<file path="config.mk">
export PLATFORM = sky130hd
export DESIGN_NAME = dma_cmd_seq
export DESIGN_NICKNAME = d
export VERILOG_FILES = /design/src/rtl/dma_seq_pkg.sv /design/src/rtl/dma_load_timer.sv /design/src/rtl/dma_chan_ctx.sv /design/src/rtl/dma_cmd_seq.sv
export SDC_FILE = /design/constraint.sdc
export NUM_CORES = 1
export LEC_CHECK = 0
export BUFFER_PORTS_ARGS = -buffer_cell sky130_fd_sc_hd__buf_2
export CORE_MARGIN = 5
export CORE_UTILIZATION = 56
export DETAILED_ROUTE_END_ITERATION = 6
export HOLD_SLACK_MARGIN = 0.12
export PLACE_DENSITY = 0.84
export REMOVE_ABC_BUFFERS = 1
export SLEW_MARGIN = 10
export SYNTH_ARGS = -nofsm -noshare
export SYNTH_HDL_FRONTEND = slang
export SYNTH_SLANG_ARGS = --single-unit
</file>
<file path="constraint.sdc">
create_clock -name clk -period 2.7 [get_ports clk]
set_clock_uncertainty 0.1 [all_clocks]
set_input_delay 0.135 -clock clk [delete_from_list [all_inputs] [get_ports clk]]
set_output_delay 0.135 -clock clk [all_outputs]
set_load 0.02 [all_outputs]
</file>
<file path="src/rtl/dma_seq_pkg.sv">
// Shared command opcodes and sequencer phase type.
// Assumes the opcode sits in bits 15..12 of a 16-bit command word.
package dma_seq_pkg;
    localparam logic [3:0] OP_LOAD   = 4'h0;
    localparam logic [3:0] OP_PAUSE  = 4'h1;
    localparam logic [3:0] OP_REPEAT = 4'h2;
    localparam logic [3:0] OP_LOOP   = 4'h4;
    localparam logic [3:0] OP_INT    = 4'h8;
    localparam logic [3:0] OP_STOP   = 4'hF;

    typedef enum logic [1:0] {
        PH_IDLE  = 2'd0,
        PH_FETCH = 2'd1,
        PH_EXEC  = 2'd2,
        PH_WAIT  = 2'd3
    } phase_e;
endpackage

</file>
<file path="src/rtl/dma_load_timer.sv">
// Down-counter that stretches a register-load command to its full length.
// Assumes len_i >= 2 whenever start_i is high; last_o marks the final cycle.
module dma_load_timer #(
    parameter int LOAD_MIN = 8,
    parameter int TW       = 4
) (
    input  logic          clk,
    input  logic          rst_n,
    input  logic          start_i,
    input  logic [TW-1:0] len_i,
    output logic          last_o
);
    logic [TW-1:0] cnt_q;

    // Load remaining cycles on start, then count down to zero.
    always_ff @(posedge clk) begin
        if (!rst_n)
            cnt_q <= '0;
        else if (start_i)
            cnt_q <= len_i - TW'(1);
        else if (cnt_q != '0)
            cnt_q <= cnt_q - TW'(1);
    end

    assign last_o = (cnt_q == TW'(1));


    wait_bound_chk: assert property (@(posedge clk) disable iff (!rst_n)
        cnt_q <= TW'(LOAD_MIN + 1));
endmodule

</file>
<file path="src/rtl/dma_chan_ctx.sv">
// Per-channel context: list pointer, captured command, loop and pause state.
// Assumes fetch strobes and exec_i never coincide; start_i wins over all else.
module dma_chan_ctx
    import dma_seq_pkg::*;
#(
    parameter int AW = 16
) (
    input  logic          clk,
    input  logic          rst_n,
    input  logic          start_i,
    input  logic [AW-1:0] start_addr_i,
    input  logic          clr_valid_i,
    input  logic          lo_we_i,
    input  logic          hi_we_i,
    input  logic [7:0]    byte_i,
    input  logic          pause_dec_i,
    input  logic          exec_i,
    output logic [AW-1:0] ptr_o,
    output logic          en_o,
    output logic          paused_o,
    output logic          valid_o,
    output logic [15:0]   cmd_o,
    output logic          irq_o
);
    localparam int ARGW = 12;

    logic [AW-1:0]   ptr_q, loop_ptr_q;
    logic [ARGW-1:0] loop_cnt_q, pause_q;
    logic [15:0]     cmd_q;
    logic            en_q, valid_q;
    logic [3:0]      op;
    logic [ARGW-1:0] arg;

    assign op  = cmd_q[15:12];
    assign arg = cmd_q[ARGW-1:0];

    // Channel state update: start, fetch capture, pause countdown, command effects.
    always_ff @(posedge clk) begin
        if (!rst_n) begin
            ptr_q      <= '0;
            loop_ptr_q <= '0;
            loop_cnt_q <= '0;
            pause_q    <= '0;
            cmd_q      <= '0;
            en_q       <= 1'b0;
            valid_q    <= 1'b0;
        end else if (start_i) begin
            ptr_q      <= {start_addr_i[AW-1:1], 1'b0};
            loop_ptr_q <= {start_addr_i[AW-1:1], 1'b0};
            loop_cnt_q <= '0;
            pause_q    <= '0;
            en_q       <= 1'b1;
            valid_q    <= 1'b0;
        end else begin
            if (clr_valid_i)
                valid_q <= 1'b0;
            if (lo_we_i)
                cmd_q[7:0] <= byte_i;
            if (hi_we_i) begin
                cmd_q[15:8] <= byte_i;
                valid_q     <= 1'b1;
                ptr_q       <= ptr_q + AW'(2);
            end
            if (pause_dec_i)
                pause_q <= pause_q - ARGW'(1);
            if (exec_i) begin
                case (op)
                    OP_PAUSE:  pause_q <= arg;
                    OP_REPEAT: begin
                        loop_cnt_q <= arg;
                        loop_ptr_q <= ptr_q;
                    end
                    OP_LOOP: begin
                        if (loop_cnt_q != '0) begin
                            loop_cnt_q <= loop_cnt_q - ARGW'(1);
                            ptr_q      <= loop_ptr_q;
                        end
                    end
                    OP_STOP:   en_q <= 1'b0;
                    default: ;
                endcase
            end
        end
    end

    assign ptr_o    = ptr_q;
    assign en_o     = en_q;
    assign paused_o = (pause_q != '0);
    assign valid_o  = valid_q;
    assign cmd_o    = cmd_q;
    assign irq_o    = exec_i && (op == OP_INT);


    ptr_even_chk: assert property (@(posedge clk) disable iff (!rst_n)
        ptr_q[0] == 1'b0);


    stop_clears_en_chk: assert property (@(posedge clk) disable iff (!rst_n)
        (exec_i && op == OP_STOP && !start_i) |=> !en_q);
endmodule

</file>
<file path="src/rtl/dma_cmd_seq.sv">
// Line-synchronous command sequencer: fetch round then execute round per retrace.
// Assumes mem_data_i reflects mem_addr_o in the same cycle and that the
// wait inputs are meaningful in the first cycle of a load.
module dma_cmd_seq
    import dma_seq_pkg::*;
#(
    parameter int NCH      = 3,
    parameter int AW       = 16,
    parameter int LOAD_MIN = 8
) (
    input  logic           clk,
    input  logic           rst_n,
    input  logic           retrace_i,
    input  logic [NCH-1:0] ch_start_i,
    input  logic [AW-1:0]  start_addr_i,
    output logic           mem_rd_o,
    output logic [AW-1:0]  mem_addr_o,
    input  logic [7:0]     mem_data_i,
    input  logic           cpu_ppi_i,
    input  logic           cpu_psgwr_i,
    output logic           psg_wr_o,
    output logic [3:0]     psg_reg_o,
    output logic [7:0]     psg_data_o,
    output logic [NCH-1:0] irq_o,
    output logic [NCH-1:0] ch_en_o,
    output logic           busy_o
);
    localparam int IW = (NCH > 1) ? $clog2(NCH) : 1;
    localparam int TW = $clog2(LOAD_MIN + 3);

    phase_e          phase_q;
    logic [IW-1:0]   idx_q;
    logic            hi_q;

    logic [AW-1:0]   ptr_w [NCH];
    logic [15:0]     cmd_w [NCH];
    logic [NCH-1:0]  en_w, paused_w, valid_w, irq_w;
    logic [NCH-1:0]  lo_we, hi_we, pause_dec, exec_s;

    logic            cur_active, last_slot, fetch_rd, clr_valid, load_go, wait_last;
    logic [15:0]     cur_cmd;
    logic [TW-1:0]   load_len;

    assign cur_active = en_w[idx_q] && !paused_w[idx_q];
    assign cur_cmd    = cmd_w[idx_q];
    assign last_slot  = (idx_q == IW'(NCH - 1));
    assign fetch_rd   = (phase_q == PH_FETCH) && cur_active;
    assign clr_valid  = (phase_q == PH_IDLE) && retrace_i;
    assign load_go    = (phase_q == PH_EXEC) && valid_w[idx_q]
                        && (cur_cmd[15:12] == OP_LOAD);

    // Load length: minimum plus stretch for processor port activity.
    always_comb begin
        load_len = TW'(LOAD_MIN);
        if (cpu_psgwr_i)
            load_len = TW'(LOAD_MIN + 2);
        else if (cpu_ppi_i)
            load_len = TW'(LOAD_MIN + 1);
    end

    genvar g;
    generate
        for (g = 0; g < NCH; g++) begin : g_ch
            assign lo_we[g]     = fetch_rd && !hi_q && (idx_q == IW'(g));
            assign hi_we[g]     = fetch_rd &&  hi_q && (idx_q == IW'(g));
            assign pause_dec[g] = (phase_q == PH_FETCH) && (idx_q == IW'(g))
                                  && en_w[g] && paused_w[g];
            assign exec_s[g]    = (phase_q == PH_EXEC) && (idx_q == IW'(g)) && valid_w[g];

            dma_chan_ctx #(.AW(AW)) u_ctx (
                .clk          (clk),
                .rst_n        (rst_n),
                .start_i      (ch_start_i[g]),
                .start_addr_i (start_addr_i),
                .clr_valid_i  (clr_valid),
                .lo_we_i      (lo_we[g]),
                .hi_we_i      (hi_we[g]),
                .byte_i       (mem_data_i),
                .pause_dec_i  (pause_dec[g]),
                .exec_i       (exec_s[g]),
                .ptr_o        (ptr_w[g]),
                .en_o         (en_w[g]),
                .paused_o     (paused_w[g]),
                .valid_o      (valid_w[g]),
                .cmd_o        (cmd_w[g]),
                .irq_o        (irq_w[g])
            );
        end
    endgenerate

    dma_load_timer #(.LOAD_MIN(LOAD_MIN), .TW(TW)) u_timer (
        .clk     (clk),
        .rst_n   (rst_n),
        .start_i (load_go),
        .len_i   (load_len),
        .last_o  (wait_last)
    );

    // Round sequencing: idle -> fetch slots -> execute slots (with load waits).
    always_ff @(posedge clk) begin
        if (!rst_n) begin
            phase_q <= PH_IDLE;
            idx_q   <= '0;
            hi_q    <= 1'b0;
        end else begin
            case (phase_q)
                PH_IDLE: begin
                    if (retrace_i) begin
                        phase_q <= PH_FETCH;
                        idx_q   <= '0;
                        hi_q    <= 1'b0;
                    end
                end
                PH_FETCH: begin
                    if (cur_active && !hi_q) begin
                        hi_q <= 1'b1;
                    end else begin
                        hi_q <= 1'b0;
                        if (last_slot) begin
                            phase_q <= PH_EXEC;
                            idx_q   <= '0;
                        end else begin
                            idx_q <= idx_q + IW'(1);
                        end
                    end
                end
                PH_EXEC: begin
                    if (load_go)
                        phase_q <= PH_WAIT;
                    else if (last_slot)
                        phase_q <= PH_IDLE;
                    else
                        idx_q <= idx_q + IW'(1);
                end
                default: begin
                    if (wait_last) begin
                        if (last_slot) begin
                            phase_q <= PH_IDLE;
                        end else begin
                            phase_q <= PH_EXEC;
                            idx_q   <= idx_q + IW'(1);
                        end
                    end
                end
            endcase
        end
    end

    assign mem_rd_o   = fetch_rd;
    assign mem_addr_o = ptr_w[idx_q] | AW'(hi_q);
    assign psg_wr_o   = load_go;
    assign psg_reg_o  = cur_cmd[11:8];
    assign psg_data_o = cur_cmd[7:0];
    assign irq_o      = irq_w;
    assign ch_en_o    = en_w;
    assign busy_o     = (phase_q != PH_IDLE);


    psg_pulse_chk: assert property (@(posedge clk) disable iff (!rst_n)
        psg_wr_o |=> !psg_wr_o);


    irq_onehot_chk: assert property (@(posedge clk) disable iff (!rst_n)
        $onehot0(irq_o));


    idle_quiet_chk: assert property (@(posedge clk) disable iff (!rst_n)
        !busy_o |-> (!mem_rd_o && !psg_wr_o && irq_o == '0));


    fetch_pair_chk: assert property (@(posedge clk) disable iff (!rst_n)
        (mem_rd_o && !mem_addr_o[0]) |=> (mem_rd_o && mem_addr_o[0]));


    retrace_ignored_chk: assert property (@(posedge clk) disable iff (!rst_n)
        (retrace_i && (phase_q == PH_EXEC || phase_q == PH_WAIT)) |=> phase_q != PH_FETCH);
endmodule

</file>
==> flow_summary_export.csv, run 1 <==
group,metric,value,unit
route,avgRoutedWirePerCell,19.3,um
floorplan,start_util,56.4,%
synthesis,yosys.area.top_type,"dfxtp_1",
global_route,use_met1,36.7,%
synthesis,yosysWarnings,0,
run_status,violations,"DRC",
timing,finalCritPeriodShare,99.4,%
placement,place.port_buffers,67,
global_route,grt_use_met3,3.72,%
power_and_ir_drop,pwr-share-seq,43.8,%
synthesis,ys_ff_latch,231,
synthesis,synth_top_area_share,36.4,%
route,vias,12800,
power_and_ir_drop,p_leak,5.75,nW
synthesis,synth-edff-count,0,
timing,rsz0062_at_grt,"yes",
critical_path,endpoint_kind,"flop",
placement,dp_hpwl,25.7,mm
power_and_ir_drop,combPwrFrac,16.4,%
timing,fmax,372,MHz
floorplan,die-height,161,um
route,firstDrtPassIters,7,
timing,worst_slew_pin_slew,0.769,ns
layout,stdcell_count,2003,
synthesis,syn_inst,1595,
route,first_iter_violations,1375,
min_path,hold_depth,2,
clocking,clk_pin_slew,0.06,ns
layout,final_common_cell,"dfxtp_1",
timing,maxSlewHeadroom,48.3,%
floorplan,core_area,0.0225,mm^2
clocking,cts.sinks,231,
clocking,h-tree-depth,1,
placement,gp_congestion,0.985,
power_and_ir_drop,powerDensity,564,mW/mm^2
power_and_ir_drop,pwr-share-clk,39.8,%
synthesis,syn_area,0.0127,mm^2
critical_path,path_class,"reg2reg",
timing,hold_viol_final,0,
route,drt-total-wl,38.6,mm
critical_path,r2r_cells,10,
floorplan,row_count,55,
critical_path,crit_arrival,2.98,ns
critical_path,cp_max_fo,8,
layout,area_growth_syn_to_layout,17.7,%
run_status,status,"finished, violations left",
global_route,grt_pass1_wl,61.0,mm
route,via_per_inst,6.39,
power_and_ir_drop,switching_power,2.37,mW
synthesis,synth_area_leaders,"dfxtp_1, o21ai_0, mux2i_1",
synthesis,async_reset_ff_share,0,%
global_route,antenna_found_initial,0,
clocking,cts_root_buf,"clkbuf_16",
global_route,overflow,0,
global_route,grt_use_total,28.2,%
global_route,grt_max_degree,53,
critical_path,cp.required,3.00,ns
global_route,use_met2,46.3,%
layout,antennaDiodeCount,0,
synthesis,synth.distinct_cells,79,
synthesis,ys_seq_area_share,36.4,%
power_and_ir_drop,vdd_drop_max,457,uV
timing,fin_crit,2.68,ns
power_and_ir_drop,swShare,28.2,%
global_route,busiest_layer,"met2",
route,drc_errors,7,
clocking,cts_inserted_buffers,25,
critical_path,crit_path_start_kind,"flop",
layout,nets,1751,
floorplan,dieArea,0.0258,mm^2
layout,layout-drive-gt1-share,15.8,%
power_and_ir_drop,finalPower,8.42,mW
clocking,clockBufferDepth,3,
placement,dp_cells,1916,
power_and_ir_drop,internal-power,6.05,mW
global_route,grt_pass1_vias,12100,
clocking,tritoncts,"yes",
floorplan,ios,69,
timing,drv_slew,0,
floorplan,die_x,161,um
route,antenna_left,0,
clocking,insertion_delay,0.52,ns
synthesis,postSynthAreaPerCell,7.95,um^2
synthesis,synth_ff_type,"dfxtp_1",
timing,setup_violations,0,
min_path,min_path_type,"reg2reg",
layout,final_cell_mix,"dfxtp_1, nand2_1, o21ai_0",
run,max_cap_viol_count,0,
[cells in the mapped netlist, types with 9 or more instances]
master,n
a22o_1,12
buf_1,11
nand2_1,203
nand3_1,76
a31o_2,15
nor3_1,47
dfxtp_1,231
a31oi_1,11
nand4_1,19
xor2_1,33
and3_1,12
nor4_1,27
a21oi_1,90
nor2_1,105
a211oi_1,17
nand3b_1,9
clkbuf_1,70
and2_1,41
mux2i_1,88
ha_1,18
inv_1,32
o21ai_0,203
xnor2_1,33
buf_4,10
buf_2,9
o2bb2ai_1,10
[layout make-up]
cell class	count	area, um^2
Clock inverter	8	67.6
Multi-Input combinational cell	1226	7620
Inverter	34	128
Clock buffer	36	727
Timing Repair Buffer	183	1410
Tap cell	285	357
Fill cell	1734	7560
Sequential cell	231	4630
[sequential cells by signal, summed over array words and instances (netlist names), named ones only]
register / count
g_ch.u_ctx.cmd_o: 48
g_ch.u_ctx.loop_ptr_q: 48
g_ch.u_ctx.ptr_o: 45
g_ch.u_ctx.loop_cnt_q: 36
g_ch.u_ctx.pause_q: 36
u_timer.cnt_q: 4
g_ch.u_ctx.en_o: 3
g_ch.u_ctx.valid_o: 3
idx_q: 2
phase_q: 2
hi_q: 1
[path summary, 6_finish.rpt]
kind	from	endpoint	slack, ns
setup / recovery	g_ch[2].u_ctx.pause_q[7]	g_ch[2].u_ctx.cmd_o[6]	0.02
hold / removal	g_ch[2].u_ctx.valid_o	g_ch[2].u_ctx.valid_o	0.36
setup reg to reg	g_ch[2].u_ctx.pause_q[7]	g_ch[2].u_ctx.cmd_o[6]	0.02
hold reg to reg	g_ch[2].u_ctx.valid_o	g_ch[2].u_ctx.valid_o	0.36
[through the flow]
step | TNS [ns] | cell area [um^2] | util (%) | worst slack (ns) | hold slack, ns
after floorplan | -88.50 | 12200 | - | -1.10 | 0.144
final | 0 | 14900 | 66.4 | 0.0151 | 0.361
after global routing | -0.145 | 14900 | 66.4 | -0.0413 | 0.385
after global placement | -0.311 | 13500 | 60.0 | -0.0688 | 0.248
after CTS | -0.00285 | 14700 | 65.3 | -0.00285 | 0.362
after detailed placement | -0.806 | 13500 | 60.0 | -0.0713 | 0.268
[power groups by stage]
stage          logic [mW]  registers (mW)  clock network (mW)
2_1_floorplan       0.673            3.74                   0
5_1_grt              1.48            3.70                3.51
4_1_cts              1.27            3.68                3.37
6_report             1.38            3.69                3.35
3_5_place_dp         1.18            3.75                   0
3_3_place_gp         1.14            3.75                   0
[routing by layer]
metal / wire [um] / part of all wire [%]
met3: 3660 / 9.5
met4: 2150 / 5.6
met1: 15000 / 39
met2: 17800 / 46
met5: 0 / 0
[what timing repair did]
item                                    CTS  global route
hold buffers                             32             0
gates cloned                              0             3
endpoints found under the setup margin   64            95
setup buffers                             2             6
resized for setup                        11            39
pin swaps                                 0             6
endpoints found under the hold margin   147             0
[worst max-delay path, cell delays in order (launching register included)]
cell and delay [ns]:
dfxtp_2 0.32, or4_4 0.55, o41ai_4 0.36, buf_4 0.18, buf_4 0.11, buf_4 0.10
o2111ai_2 0.12, or3_4 0.40, buf_12 0.16, nand3_1 0.09, o21ai_2 0.08
[kinds of logic (layout without fill, tap and decap cells)]
kind of cell	after synthesis	in the layout	synth area share [%]
buffers and inverters	138	261	4.77
and+or+nand+nor	613	613	24.3
DFF	231	231	36.4
muxes	88	88	6.94
AOI/OAI and AO/OA	441	441	21.2
adders and majority gates	18	18	1.78
xor gates and xnor gates	66	66	4.56
(Power assumes the default switching activity.)
==> run 2, diff against run 1 <==
Settings changed: REMOVE_ABC_BUFFERS 1 to default.
==> flow_summary_export.csv, run 2 (synthesized netlist as in run 1, its figures left out) <==
group,metric,value,unit
route,firstDrtPassIters,7,
route,first_iter_violations,1408,
route,top_layer,"met4",
layout,final_area,0.0149,mm^2
route,wl_met2,17.8,mm
route,antenna_left,0,
run,max_cap_viol_count,0,
route,met1_length,14.7,mm
route,vias,12800,
critical_path,regToRegStartpoint,"g_ch[2].u_ctx.pause_q[7]",
timing,worst_slew_pin_slew,0.830,ns
clocking,tritoncts,"yes",
floorplan,die_x,161,um
power_and_ir_drop,powerDensity,559,mW/mm^2
route,via_per_inst,6.40,
clocking,cts.sinks,231,
clocking,h-tree-depth,1,
layout,final_cell_mix,"dfxtp_1, nand2_1, o21ai_0",
layout,final.fill_count,1732,
layout,final_common_cell,"dfxtp_1",
layout,layout-drive-gt1-share,15.3,%
timing,hold_viol_final,0,
floorplan,start_util,56.4,%
run_status,status,"finished, violations left",
global_route,overflow,0,
placement,place_area,0.0135,mm^2
route,met3_length,3.69,mm
min_path,min_from,"g_ch[0].u_ctx.loop_ptr_q[0]",
global_route,grt_pass1_wl,60.9,mm
placement,gp_congestion,0.938,
timing,finalCritPeriodShare,100,%
layout,antennaDiodeCount,0,
placement,dp_hpwl,26.0,mm
timing,maxSlewHeadroom,44.2,%
synthesis,syn_nets,1645,
route,drt-total-wl,38.5,mm
global_route,grt_max_degree,45,
timing,fin_crit,2.70,ns
route,avgRoutedWirePerCell,19.3,um
critical_path,path_class,"reg2out",
clocking,cts_root_buf,"clkbuf_16",
power_and_ir_drop,vdd_drop_max,460,uV
min_path,min_path_type,"reg2reg",
timing,setup_slack,-0.000711,ns
route,drc_errors,6,
critical_path,endpoint_kind,"output pin",
timing,setup_tns,-0.000711,ns
critical_path,r2r_slack,0.04,ns
power_and_ir_drop,p_leak,5.76,nW
floorplan,dieArea,0.0258,mm^2
layout,area_growth_syn_to_layout,17.6,%
layout,nets,1750,
clocking,clockBufferDepth,3,
timing,drv_slew,0,
critical_path,critPathLaunch,"g_ch[2].u_ctx.pause_q[7]",
timing,worst_hold_slack,0.348,ns
critical_path,cp.required,2.47,ns
critical_path,crit_path_start_kind,"flop",
run_status,violations,"DRC, setup timing",
critical_path,crit_arrival,2.47,ns
timing,setup_violations,1,
floorplan,ios,69,
floorplan,core_area,0.0225,mm^2
clocking,insertion_delay,0.53,ns
global_route,antenna_found_initial,0,
placement,place_ws,-0.0693,ns
floorplan,die-height,161,um
power_and_ir_drop,finalPower,8.35,mW
clocking,cts_inserted_buffers,25,
critical_path,cp_max_fo,3,
placement,place.port_buffers,67,
global_route,grt_use_total,28.1,%
timing,fmax,370,MHz
timing,rsz0062_at_grt,"yes",
clocking,clk_pin_slew,0.06,ns
global_route,grt_pass1_vias,12000,
floorplan,row_count,55,
[run 2: metal layers]
layer  up-vias  track usage (%)
li1       5946                -
met1      5955             35.4
met2       709             46.3
met3       175             4.75
met4         0             15.1
met5         -                0
[run 2: path summary, 6_finish.rpt]
kind,to,depth (start not counted)
setup / recovery,mem_rd_o,7
setup reg to reg,g_ch[1].u_ctx.ptr_o[7],8
hold / removal,flop,2
hold reg to reg,flop,2
[run 2: metrics by stage]
| stage | util, % | cells |
|---|---|---|
| 4_1_cts | 65.4 | 1999 |
| 2_1_floorplan | - | 1595 |
| 3_5_place_dp | 60.0 | 1917 |
| 5_1_grt | 66.3 | 1999 |
| 3_3_place_gp | 60.0 | 1917 |
| 6_report | 66.3 | 1999 |
[run 2: power breakdown]
part | leakage, nW | switching, mW | total, mW | internal [mW]
Combinational | 3.49 | 0.828 | 1.36 | 0.531
Sequential | 1.88 | 0.143 | 3.68 | 3.54
Clock | 0.386 | 1.41 | 3.31 | 1.90
Total | 5.76 | 2.38 | 8.35 | 5.97
[run 2: worst max-delay path: stages (launching register included)]
cell	delay (ns)
dfxtp_2	0.32
or4_4	0.55
o41ai_4	0.35
buf_4	0.18
o211ai_4	0.11
buf_8	0.16
nor2_4	0.12
buf_6	0.13
[run 2: repair_timing]
item	in CTS	in global routing
hold endpoints to repair	161	0
buffers inserted	4	0
setup endpoints to repair	36	81
gates resized for setup	10	50
pin swaps	0	6
gates cloned	0	0
hold buffers	37	0
[run 2: cell type report]
| type | count | area, um^2 | share of cell area, % |
|---|---|---|---|
| well taps | 285 | 357 | 2.39 |
| inverters | 34 | 128 | 0.855 |
| multi-input cells | 1226 | 7650 | 51.3 |
| repair buffers | 182 | 1380 | 9.22 |
| clock buffers | 36 | 747 | 5.01 |
| clock inverters | 5 | 31.3 | 0.210 |
| flip-flops and latches | 231 | 4630 | 31.0 |
==> run 3, diff against run 2 <==
Settings changed: GPL_TIMING_DRIVEN from default to 0.
==> flow_summary_export.csv, run 3 (synthesized netlist as in run 1, its figures left out) <==
group,metric,value,unit
run_status,status,"finished, violations left",
run_status,violations,"setup timing",
critical_path,cp.required,3.08,ns
timing,hold_viol_final,0,
clocking,cts.sinks,231,
timing,rsz0062_at_grt,"yes",
floorplan,start_util,56.4,%
run,max_cap_viol_count,0,
critical_path,path_class,"reg2reg",
min_path,hold_depth,3,
route,vias,13600,
global_route,grt_use_total,31.9,%
clocking,tritoncts,"yes",
layout,final_util,69.3,%
clocking,insertion_delay,0.55,ns
layout,nets,1798,
placement,place_ws,-0.661,ns
critical_path,crit_path_cell_trace,"or4_4 > o41ai_4 > buf_4 > o211ai_4 > buf_8 > or4_4 > xor2_2 > o21ai_1",
clocking,h-tree-depth,1,
floorplan,row_count,55,
timing,worst_hold_slack,0.301,ns
global_route,grt_max_degree,14,
synthesis,syn_nets,1645,
critical_path,r2r_cells,8,
floorplan,dieArea,0.0258,mm^2
route,avgRoutedWirePerCell,21.7,um
timing,setup_violations,17,
global_route,grt_pass1_vias,12900,
clocking,clockBufferDepth,3,
timing,fin_crit,2.83,ns
power_and_ir_drop,vdd_drop_max,530,uV
global_route,grt_pass1_wl,67.8,mm
route,drt-total-wl,44.5,mm
power_and_ir_drop,finalPower,8.93,mW
route,firstDrtPassIters,6,
min_path,min_path_type,"in2reg",
critical_path,crit_path_start_kind,"flop",
clocking,cts_inserted_buffers,26,
layout,final_cell_mix,"dfxtp_1, nand2_1, o21ai_0",
critical_path,cp_max_fo,6,
critical_path,endpoint_kind,"flop",
power_and_ir_drop,p_leak,5.99,nW
placement,gp_congestion,0.957,
layout,ff_latch_area,0.00463,mm^2
critical_path,cp_top_family,"simple AND/OR/NAND/NOR gates",
timing,drv_slew,0,
timing,worst_slew_pin_slew,0.787,ns
layout,final.fill_count,1631,
timing,fmax,353,MHz
timing,setup_slack,-0.132,ns
floorplan,die-height,161,um
critical_path,worstPathBufferInverterCount,2,
placement,dp_hpwl,29.4,mm
global_route,overflow,0,
timing,maxSlewHeadroom,47.0,%
layout,multi_input_area,0.00804,mm^2
layout,layout-drive-gt1-share,17.4,%
floorplan,ios,69,
clocking,clk_pin_slew,0.07,ns
critical_path,path_common_cell,"or4_4",
placement,place.port_buffers,66,
critical_path,cpPeakStageDelay,0.57,ns
layout,final_common_cell,"dfxtp_1",
critical_path,critPathSlowestCell,"or4_4",
power_and_ir_drop,powerDensity,573,mW/mm^2
clocking,cts_root_buf,"clkbuf_16",
timing,finalCritPeriodShare,105,%
floorplan,die_x,161,um
layout,area_growth_syn_to_layout,22.9,%
global_route,antenna_found_initial,0,
route,drc_errors,0,
critical_path,worst-path-stages,8,
route,antenna_left,0,
floorplan,core_area,0.0225,mm^2
placement,place_area,0.0134,mm^2
critical_path,crit_arrival,3.21,ns
layout,final_area,0.0156,mm^2
route,first_iter_violations,1890,
route,via_per_inst,6.64,
==> run 3: report_power, final <==
part           total [mW]  leakage (nW)  switching (mW)  internal (mW)
sequential           3.69          1.88           0.157           3.54
combinational        1.60          3.66           0.984          0.619
clock                3.63         0.442            1.50           2.13
==> run 3: area by class of cell <==
| type | instances | share of cell area [%] |
|---|---|---|
| clock buffer | 37 | 5.09 |
| tap | 285 | 2.29 |
| antenna | 1 | 0.0160 |
| sequential | 231 | 29.7 |
| clock inverter | 11 | 0.554 |
| inverter | 34 | 0.818 |
| timing repair buffer | 133 | 6.56 |
| multi-input combinational | 1226 | 51.6 |
| buffer | 96 | 3.42 |
==> run 3: worst paths after layout <==
| path | from | end | slack (ns) |
|---|---|---|---|
| min reg2reg | g_ch[1].u_ctx.loop_ptr_q[0] | flop | 0.36 |
| max reg2reg | g_ch[2].u_ctx.pause_q[7] | g_ch[1].u_ctx.ptr_o[7] | -0.13 |
| max | g_ch[2].u_ctx.pause_q[7] | g_ch[1].u_ctx.ptr_o[7] | -0.13 |
| min | cpu_ppi_i | u_timer.cnt_q[0] | 0.30 |
==> run 3: routing by layer <==
metal / vias up / GRT usage [%] / share of wire (%)
met4: 0 / 19.1 / 8.2
met2: 921 / 51.5 / 45
met5: - / 0.189 / 0
met3: 297 / 5.77 / 10
li1: 6081 / - / -
met1: 6345 / 40.0 / 36
==> run 3: worst reg2reg max path: cells and delay by family, from the launching register on <==
kind                   cells  cell delay [ns]
AND/OR/NAND/NOR            2             1.12
AO/OA/AOI/OAI              3             0.66
buffers and inverters      2             0.40
flip-flops                 1             0.32
XOR/XNOR                   1             0.16
==> run 3: metrics by stage <==
stage | setup TNS (ns) | std cells
final | -0.618 | 2054
after global routing | -2.88 | 2053
after CTS | -1.82 | 2047
after detailed placement | -34.73 | 1947
after global placement | -30.08 | 1946
after floorplan | 0 | 1595
==> run 3: repair_timing <==
action                                 CTS  global route
setup buffers                           23             9
pin swaps                               51            38
resized for setup                      104            84
endpoints found under the hold margin  151             0
cloned                                   4             3
hold buffers                            30             0
setup endpoints to repair              186           160
